**src/rtl/acc_shadd_pkg.sv**
```systemverilog
package acc_shadd_pkg;

   typedef struct packed {
      logic lim;
      logic ext;
      logic unn;
      logic neg;
      logic zero;
      logic ovf;
      logic cry;
   } ccr_t;

   localparam int CCR_W = $bits(ccr_t);

endpackage

```
**src/rtl/acc_shadd_opsel.sv**
```systemverilog
// Operand stage: takes the strobe, steers the accumulators into source and
// destination registers and holds a busy bit for one cycle.
module acc_shadd_opsel #(
   parameter int W = 56
) (
   input  logic         clk,
   input  logic         rst,
   input  logic         start,
   input  logic         dir,
   input  logic [W-1:0] acc_a,
   input  logic [W-1:0] acc_b,
   output logic         accept,
   output logic         vld_q,
   output logic         dir_q,
   output logic [W-1:0] src_q,
   output logic [W-1:0] dst_q
);

   assign accept = start && !vld_q;

   always_ff @(posedge clk) begin
      if (rst) begin
         vld_q <= 1'b0;
         dir_q <= 1'b0;
         src_q <= '0;
         dst_q <= '0;
      end else begin
         vld_q <= accept;
         if (accept) begin
            dir_q <= dir;
            src_q <= dir ? acc_a : acc_b;
            dst_q <= dir ? acc_b : acc_a;
         end
      end
   end

   // a cycle with an operation in flight never takes a second one
   p_one_in_flight_r10: assert property (@(posedge clk) disable iff (rst)
      vld_q |=> !vld_q);

endmodule

```
**src/rtl/acc_shadd_core.sv**
```systemverilog
// Doubling adder: result = src + (dst << 1), with carry and the two
// overflow sources kept apart. SPLIT_ADD picks a chunked ripple form.
module acc_shadd_core #(
   parameter int W         = 56,
   parameter int CHUNK_W   = 8,
   parameter bit SPLIT_ADD = 1'b0
) (
   input  logic [W-1:0] src,
   input  logic [W-1:0] dst,
   output logic [W-1:0] res,
   output logic         carry,
   output logic         ovf_shift,
   output logic         ovf_add
);

   localparam int NCHUNK = W / CHUNK_W;

   logic [W-1:0] dbl;
   assign dbl = {dst[W-2:0], 1'b0};

   generate
      if (SPLIT_ADD) begin : g_split
         logic [NCHUNK:0] cy;
         assign cy[0] = 1'b0;
         for (genvar i = 0; i < NCHUNK; i++) begin : g_chunk
            assign {cy[i+1], res[i*CHUNK_W +: CHUNK_W]} =
               {1'b0, src[i*CHUNK_W +: CHUNK_W]} +
               {1'b0, dbl[i*CHUNK_W +: CHUNK_W]} +
               {{CHUNK_W{1'b0}}, cy[i]};
         end
         assign carry = cy[NCHUNK];
      end else begin : g_flat
         assign {carry, res} = {1'b0, src} + {1'b0, dbl};
      end
   endgenerate

   assign ovf_shift = dst[W-1] ^ dst[W-2];
   assign ovf_add   = (src[W-1] == dbl[W-1]) && (res[W-1] != src[W-1]);

endmodule

```
**src/rtl/acc_shadd_flags.sv**
```systemverilog
// Condition-flag generator for the no-scaling view of the accumulator.
module acc_shadd_flags
   import acc_shadd_pkg::*;
#(
   parameter int W     = 56,
   parameter int EXT_W = 8
) (
   input  logic [W-1:0] res,
   input  logic         carry,
   input  logic         ovf_shift,
   input  logic         ovf_add,
   input  logic         lim_prev,
   output ccr_t         ccr
);

   localparam int HEAD_W = EXT_W + 1;
   localparam int TOP    = W - EXT_W - 1;

   logic [HEAD_W-1:0] head;
   logic              ovf;

   assign head = res[W-1 -: HEAD_W];
   assign ovf  = ovf_shift | ovf_add;

   always_comb begin
      ccr.lim  = lim_prev | ovf;
      ccr.ext  = !((&head) || (~|head));
      ccr.unn  = res[TOP] ~^ res[TOP-1];
      ccr.neg  = res[W-1];
      ccr.zero = ~|res;
      ccr.ovf  = ovf;
      ccr.cry  = carry;
   end

endmodule

```
**src/rtl/acc_shadd_unit.sv**
```systemverilog
module acc_shadd_unit
   import acc_shadd_pkg::*;
#(
   parameter int ACC_W     = 56,
   parameter int EXT_W     = 8,
   parameter int PART_W    = 24,
   parameter int CHUNK_W   = 8,
   parameter bit SPLIT_ADD = 1'b0
) (
   input  logic             clk,
   input  logic             rst,
   input  logic             ld_a_en,
   input  logic [ACC_W-1:0] ld_a_val,
   input  logic             ld_b_en,
   input  logic [ACC_W-1:0] ld_b_val,
   input  logic             dir_sel,
   input  logic             start,
   output logic [ACC_W-1:0] acc_a,
   output logic [ACC_W-1:0] acc_b,
   output logic             flag_lim,
   output logic             flag_ext,
   output logic             flag_unn,
   output logic             flag_neg,
   output logic             flag_zero,
   output logic             flag_ovf,
   output logic             flag_cry,
   output logic             done
);

   initial begin
      if (ACC_W != EXT_W + 2 * PART_W)
         $fatal(1, "accumulator width must equal extension plus two halves");
      if (SPLIT_ADD && (ACC_W % CHUNK_W != 0))
         $fatal(1, "chunk width must divide accumulator width");
      if (EXT_W + 2 > ACC_W)
         $fatal(1, "extension too wide for flag window");
   end

   logic [ACC_W-1:0] a_q, b_q;
   ccr_t             ccr_q, ccr_d;
   logic             done_q;

   logic             accept, busy, dir_q;
   logic [ACC_W-1:0] src_q, dst_q, sum;
   logic             carry, ovf_shift, ovf_add;

   acc_shadd_opsel #(.W(ACC_W)) u_opsel (
      .clk    (clk),
      .rst    (rst),
      .start  (start),
      .dir    (dir_sel),
      .acc_a  (a_q),
      .acc_b  (b_q),
      .accept (accept),
      .vld_q  (busy),
      .dir_q  (dir_q),
      .src_q  (src_q),
      .dst_q  (dst_q)
   );

   acc_shadd_core #(
      .W         (ACC_W),
      .CHUNK_W   (CHUNK_W),
      .SPLIT_ADD (SPLIT_ADD)
   ) u_core (
      .src       (src_q),
      .dst       (dst_q),
      .res       (sum),
      .carry     (carry),
      .ovf_shift (ovf_shift),
      .ovf_add   (ovf_add)
   );

   acc_shadd_flags #(.W(ACC_W), .EXT_W(EXT_W)) u_flags (
      .res       (sum),
      .carry     (carry),
      .ovf_shift (ovf_shift),
      .ovf_add   (ovf_add),
      .lim_prev  (ccr_q.lim),
      .ccr       (ccr_d)
   );

   logic ld_ok;
   assign ld_ok = !busy && !accept;

   always_ff @(posedge clk) begin
      if (rst) begin
         a_q    <= '0;
         b_q    <= '0;
         ccr_q  <= '0;
         done_q <= 1'b0;
      end else begin
         done_q <= busy;
         if (busy) begin
            ccr_q <= ccr_d;
            if (dir_q) b_q <= sum;
            else       a_q <= sum;
         end else if (ld_ok) begin
            if (ld_a_en) a_q <= ld_a_val;
            if (ld_b_en) b_q <= ld_b_val;
         end
      end
   end

   assign acc_a     = a_q;
   assign acc_b     = b_q;
   assign flag_lim  = ccr_q.lim;
   assign flag_ext  = ccr_q.ext;
   assign flag_unn  = ccr_q.unn;
   assign flag_neg  = ccr_q.neg;
   assign flag_zero = ccr_q.zero;
   assign flag_ovf  = ccr_q.ovf;
   assign flag_cry  = ccr_q.cry;
   assign done      = done_q;

   logic [ACC_W-1:0] dest_now;
   assign dest_now = dir_q ? b_q : a_q;

   // an accepted strobe is followed by busy, then by done
   p_accept_busy_r9: assert property (@(posedge clk) disable iff (rst)
      (start && !busy) |=> busy);
   p_busy_done_r9: assert property (@(posedge clk) disable iff (rst)
      busy |=> done);
   p_done_pulse_r9: assert property (@(posedge clk) disable iff (rst)
      done |=> !done);
   // limit is sticky and follows overflow
   p_lim_sticky_r8: assert property (@(posedge clk) disable iff (rst)
      flag_lim |=> flag_lim);
   p_ovf_sets_lim_r8: assert property (@(posedge clk) disable iff (rst)
      flag_ovf |-> flag_lim);
   // sign and zero flags agree with the written destination
   p_neg_dest_r6: assert property (@(posedge clk) disable iff (rst)
      done |-> (flag_neg == dest_now[ACC_W-1]));
   p_zero_dest_r6: assert property (@(posedge clk) disable iff (rst)
      done |-> (flag_zero == (dest_now == '0)));
   // the source accumulator is not touched by the writeback
   p_src_hold_r3: assert property (@(posedge clk) disable iff (rst)
      busy |=> (dir_q ? $stable(acc_a) : $stable(acc_b)));

endmodule

```
**config.mk**
```make
export PLATFORM = sky130hd
export DESIGN_NAME = acc_shadd_unit
export DESIGN_NICKNAME = d
export VERILOG_FILES = /design/src/rtl/acc_shadd_pkg.sv /design/src/rtl/acc_shadd_opsel.sv /design/src/rtl/acc_shadd_core.sv /design/src/rtl/acc_shadd_flags.sv /design/src/rtl/acc_shadd_unit.sv
export SDC_FILE = /design/constraint.sdc
export NUM_CORES = 1
export LEC_CHECK = 0
export BUFFER_PORTS_ARGS = -buffer_cell sky130_fd_sc_hd__buf_2
export CORE_MARGIN = 4
export CORE_UTILIZATION = 38
export DETAILED_ROUTE_END_ITERATION = 7
export SYNTH_ARGS = -nofsm -noshare
export SYNTH_HDL_FRONTEND = slang
export SYNTH_HIERARCHICAL = 1
export SYNTH_SLANG_ARGS = --single-unit
```
**constraint.sdc**
```tcl
create_clock -name clk -period 3.5 [get_ports clk]
set_clock_uncertainty 0.05 [all_clocks]
set_input_delay 0.35 -clock clk [delete_from_list [all_inputs] [get_ports clk]]
set_output_delay 0.35 -clock clk [all_outputs]
set_load 0.01 [all_outputs]
```
Word level (Yosys, flattened, before mapping)
Cells that the tools add are included.
- add/subtract/negate cells: 1
- $mul: 0
- divide/modulo/power cells: 0
- $lt $le $gt $ge: 0
- eq/ne operators: 4
- shifts and indexed selects: 0
- muxes and demuxes: 10
- bitwise logic cells: 4
- reductions and logical operators: 17
- operator list (operator ; number):
    $mux 56 ; 10
    $add 56x56->57 ; 1
    $reduce_or 56->1 ; 1
    $reduce_and 9->1 ; 1
    $reduce_or 9->1 ; 1
    $reduce_and 3->1 ; 2
    $reduce_bool 2->1 ; 3
    $logic_not 1->1 ; 5
    $ne 2x2->1 const B ; 2
    $logic_and 1x1->1 ; 3
    $or 1x1->1 ; 2
    $eq 1x1->1 ; 1
    $logic_or 1x1->1 ; 1
    $ne 1x1->1 ; 1
    $xnor 1x1->1 ; 1
    $xor 1x1->1 ; 1
- register bits: 234
- bits in latches: 0
- memory bits (writable): 0
- bits in read-only memories: 0
- input port bits: 118
- output and inout bits: 120
- word-level logic and storage cells: 50
- memories kept: 0

Depth between registers and ports, before layout
- word-level depth: 6
- mapped depth: 18
- gate-level depth less buffers: 18

Cells and area by module
Netlist, hierarchy kept.
- by module, submodules not included (module ; instances ; cells an instance ; area each (sq um) ; sequential area each (sq um)):
    acc_shadd_unit ; 1 ; 774 ; 6615.1 ; 2402.3
    acc_shadd_opsel ; 1 ; 506 ; 5034.8 ; 2282.2
    acc_shadd_core ; 1 ; 478 ; 3440.8 ; 0.0
    acc_shadd_flags ; 1 ; 32 ; 244.0 ; 0.0

Least setup slack after synthesis
Ideal clock, no wire load.
- kind: register to register
- start point: reg u_opsel.src_q[1]
- end point: reg ccr_q, in the netlist flag_zero
- library setup time: 65 ps
- arrival time: 3196 ps
- data required time: 3385 ps
- path slack: 189 ps
- cell stages (with the launch flop): 16
- path buffers: 0
- period minus slack after synthesis: 3311 ps
- path through: dfxtp_1 > ha_1 > fa_1 > a21oi_1 > nand4b_1 > a21oi_2 > nor2_4 > o221ai_2 > o311a_4 > a2111oi_4 > xnor2_1 > nor4_2 > nand2_1 > nor4_2 > mux2i_1 > nor2_1
- RTL lines (what ; line ; source):
    from (decl) ; acc_shadd_opsel.sv:15 ; output logic [W-1:0] src_q,
    from (signal assigned) ; acc_shadd_opsel.sv:31 ; src_q <= dir ? acc_a : acc_b;
    to (signal assigned) ; acc_shadd_unit.sv:95 ; ccr_q <= ccr_d;
    to (decl) ; acc_shadd_unit.sv:40 ; ccr_t ccr_q, ccr_d;

==> impl_metrics.toml <==
[status]
status = "finished, violations left"
violations = "negative setup slack"

[synth]
yosysSeqAreaShare_pct = 30.55
yosys.area.top_type = "dfxtp_1"
synth_ff_type = "dfxtp_1"
netlist_top_cells_count = "nand2_1 (268), dfxtp_1 (234), nor2_1 (147), mux2i_1 (120), a31oi_1 (119)"
synth_area_leaders = "dfxtp_1 (31%), mux2i_1 (7.8%), nand2_1 (6.6%), mux2_1 (6.0%), a211oi_1 (5.6%)"
syn_area_sq_um = 15330
synth_edf_count = 0
synth_top_area_share_pct = 30.55
ys_ff_latch = 234
yosys.cell_count.top_type = "nand2_1"
avgSynthCellArea_sq_um = 8.567
synth_fp_nets = 1965
synth_cell_type_count = 76
syn_inst = 1790
async_flop_share_pct = 0
ys.warnings.count = 6

[cells_and_area]
drive_gt1_share_pct = 24.45
nets = 2273
stdcell_area_sq_um = 19080
syn2layout_area_growth_pct = 24.45
final_cells = 2644
n_antenna_cell = 0

[timing]
worst_slack_ps = -45.41
period_needed_ps = 3545
setup_viol = 1
relSlewSlack_pct = 24.68
worst_slew_pin_slew_ps = 1130
grt_setup_unrepaired = "true"
tns_ps = -45.41
maxSlewViolCount = 0
fmax_mhz = 282.1
post-route-period-util_pct = 101.3
whs_ps = 21.36
hold_viol = 0

[critical_path]
r2r_start = "u_opsel/dst_q[0]"
max_stage_delay_ps = 360
cp_max_fo = 3
worstPathCellList = "ha_4 > fa_2 > a21oi_2 > nand4b_1 > a21oi_4 > o21ai_2 > a211oi_2 > nor2_2 > o21ba_2 > o31ai_2 > xor2_2 > nor4_2 > nand2_2 > nor4_2 > mux2i_1 > nor2_1"
cp.arrival_ps = 3980
crit_path_frequent_cell = "nor4_2"
setup.worst_path.start_class = "flop"
worstSetupStartpoint = "u_opsel/dst_q[0]"
worstSetupEndpoint = "flag_zero"
crit_type = "reg -> reg"
required_ps = 3930
ff2ff_setup_slack_ps = -50
r2r_end = "flag_zero"
endpoint_kind = "flop"
r2r.worst_path.cells = 16
cp_slowest_cell = "dfxtp_2"

[detailed_routing]
drtIter0Drc = 793
antenna_left = 0
drc = 0
wl_per_cell_um = 17.10
wl_um = 45220
viasPerCell = 5.317
vias = 14060
first_pass_iters = 8

[min_path]
hp-class = "in -> reg"

[floorplanning]
die_h_um = 208.9
ios = 238
core_sq_um = 39820
start_util_pct = 38.51
fp.dieArea_sq_um = 43630
num_rows = 73
die_x_um = 208.9

[global_routing]
grt_max_degree = 226
grt_use_total_pct = 19.81
grt_pass1_wl_um = 73690
antenna_found_initial = 0
first_global_vias = 13760
gr-total-overflow = 0

[clock_network]
cts-buffers-inserted = 29
cts_tree = "yes"
cts_root_buf = "clkbuf_16"
cts_sinks = 234
cts_buffer_depth = 3
clk_pin_slew_worst_paths_ps = 60
h-tree-depth = 1
insertion_delay_ps = 550

[power_and_ir_drop]
p_per_area_nw_per_um2 = 423.4
leakage_uw = 0.008116
ir_drop_mv = 0.2881

[placement]
gp_congestion = 0.8798
place_inst = 2525
dp_hpwl_um = 32430
port_buffers = 237
placed_area_sq_um = 17270

[job]
maxCapViolations = 0
kinds of logic (layout without fill, tap and decap cells):
logic type / after synthesis / after routing / synth area share [%]
buffers and inverters: 166 / 495 / 6.315
adders and majority gates: 57 / 57 / 4.700
AOI/OAI and AO/OA: 426 / 426 / 19.49
xor gates and xnor gates: 53 / 53 / 3.027
and+or+nand+nor: 622 / 622 / 19.86
DFF: 234 / 234 / 30.55
muxes: 232 / 232 / 16.06
layout by cell type, fill, tap and decap left out, drive strengths merged, types with 44 or more instances in the layout:
cell type	instances
a31oi	119
clkbuf	44
nor2	149
mux2	112
dfxtp	234
dlygate4sd3	56
ha	56
nand2	269
a21oi	69
mux2i	120
nand3b	113
buf	370
a211oi	118
timing repair:
item                                   in CTS  in global routing
pin swaps                                  20                 24
hold buffers                               56                  0
gates cloned                                0                  0
setup endpoints to repair                   4                 19
endpoints found under the hold margin      56                  0
resized for setup                          19                 20
buffers inserted                            8                  6
worst min path at each step:
stage,from,end,slack [ps],cells past startpoint
final,ld_a_val[20],acc_a[20],20,3
after global placement,flag_unn,flag_unn,430,2
after global routing,ld_a_val[15],acc_a[15],4,3
after detailed placement,flag_unn,flag_unn,440,2
after CTS,ld_b_val[16],acc_b[16],0.1,3
after floorplan,u_opsel/dir_q,u_opsel/dir_q,420,2
routing by layer:
metal	GRT usage [%]	wire length, um	part of all wire, %	vias up
li1	-	-	-	7161
met1	27.93	21710	48	6566
met2	32.54	20650	46	281
met3	2.822	1947	4.3	51
met4	4.050	916	2.0	0
met5	0	0	0	-
metrics by stage:
stage	utilization [%]	power, uW	setup WS, ps
floorplan	-	4335	188.9
global placement	43.36	5014	-77.21
detailed placement	43.36	5032	-140.6
CTS	47.57	8161	-63.17
global route	47.92	8517	-311.4
finish	47.92	8080	-45.41
flip-flops by register name (all words and copies together), names as in the netlist:
register / count
u_opsel/src_q: 56
flag_ext: 1
flag_lim: 1
u_opsel/dir_q: 1
flag_unn: 1
u_opsel/dst_q: 56
flag_ovf: 1
flag_zero: 1
acc_a: 56
acc_b: 56
flag_neg: 1
u_opsel/vld_q: 1
flag_cry: 1
done: 1
layout make-up:
| type | count | area [sq um] |
|---|---|---|
| clock inverter | 8 | 102.6 |
| clock buffer | 44 | 862.1 |
| tap | 525 | 656.9 |
| multi-input combinational | 1390 | 9887 |
| timing repair buffer | 426 | 2810 |
| fill | 3957 | 20740 |
| inverter | 17 | 68.82 |
| sequential | 234 | 4697 |
worst max-delay path: cells and delay by family, from the launching register on:
family / cells / cell delay [ps]
xor+xnor: 1 / 150
fa+ha+maj: 2 / 360
simple gates: 6 / 1170
compound gates: 6 / 1270
mux: 1 / 100
flops: 1 / 360
power breakdown:
group / leakage (uW) / internal [uW] / switching (uW)
Sequential: 0.00193 / 2860 / 186
Combinational: 0.00572 / 934 / 1090
Clock: 0.000468 / 1840 / 1170
Total: 0.00812 / 5630 / 2450
No activity file was read; power rests on OpenSTA's default activity.
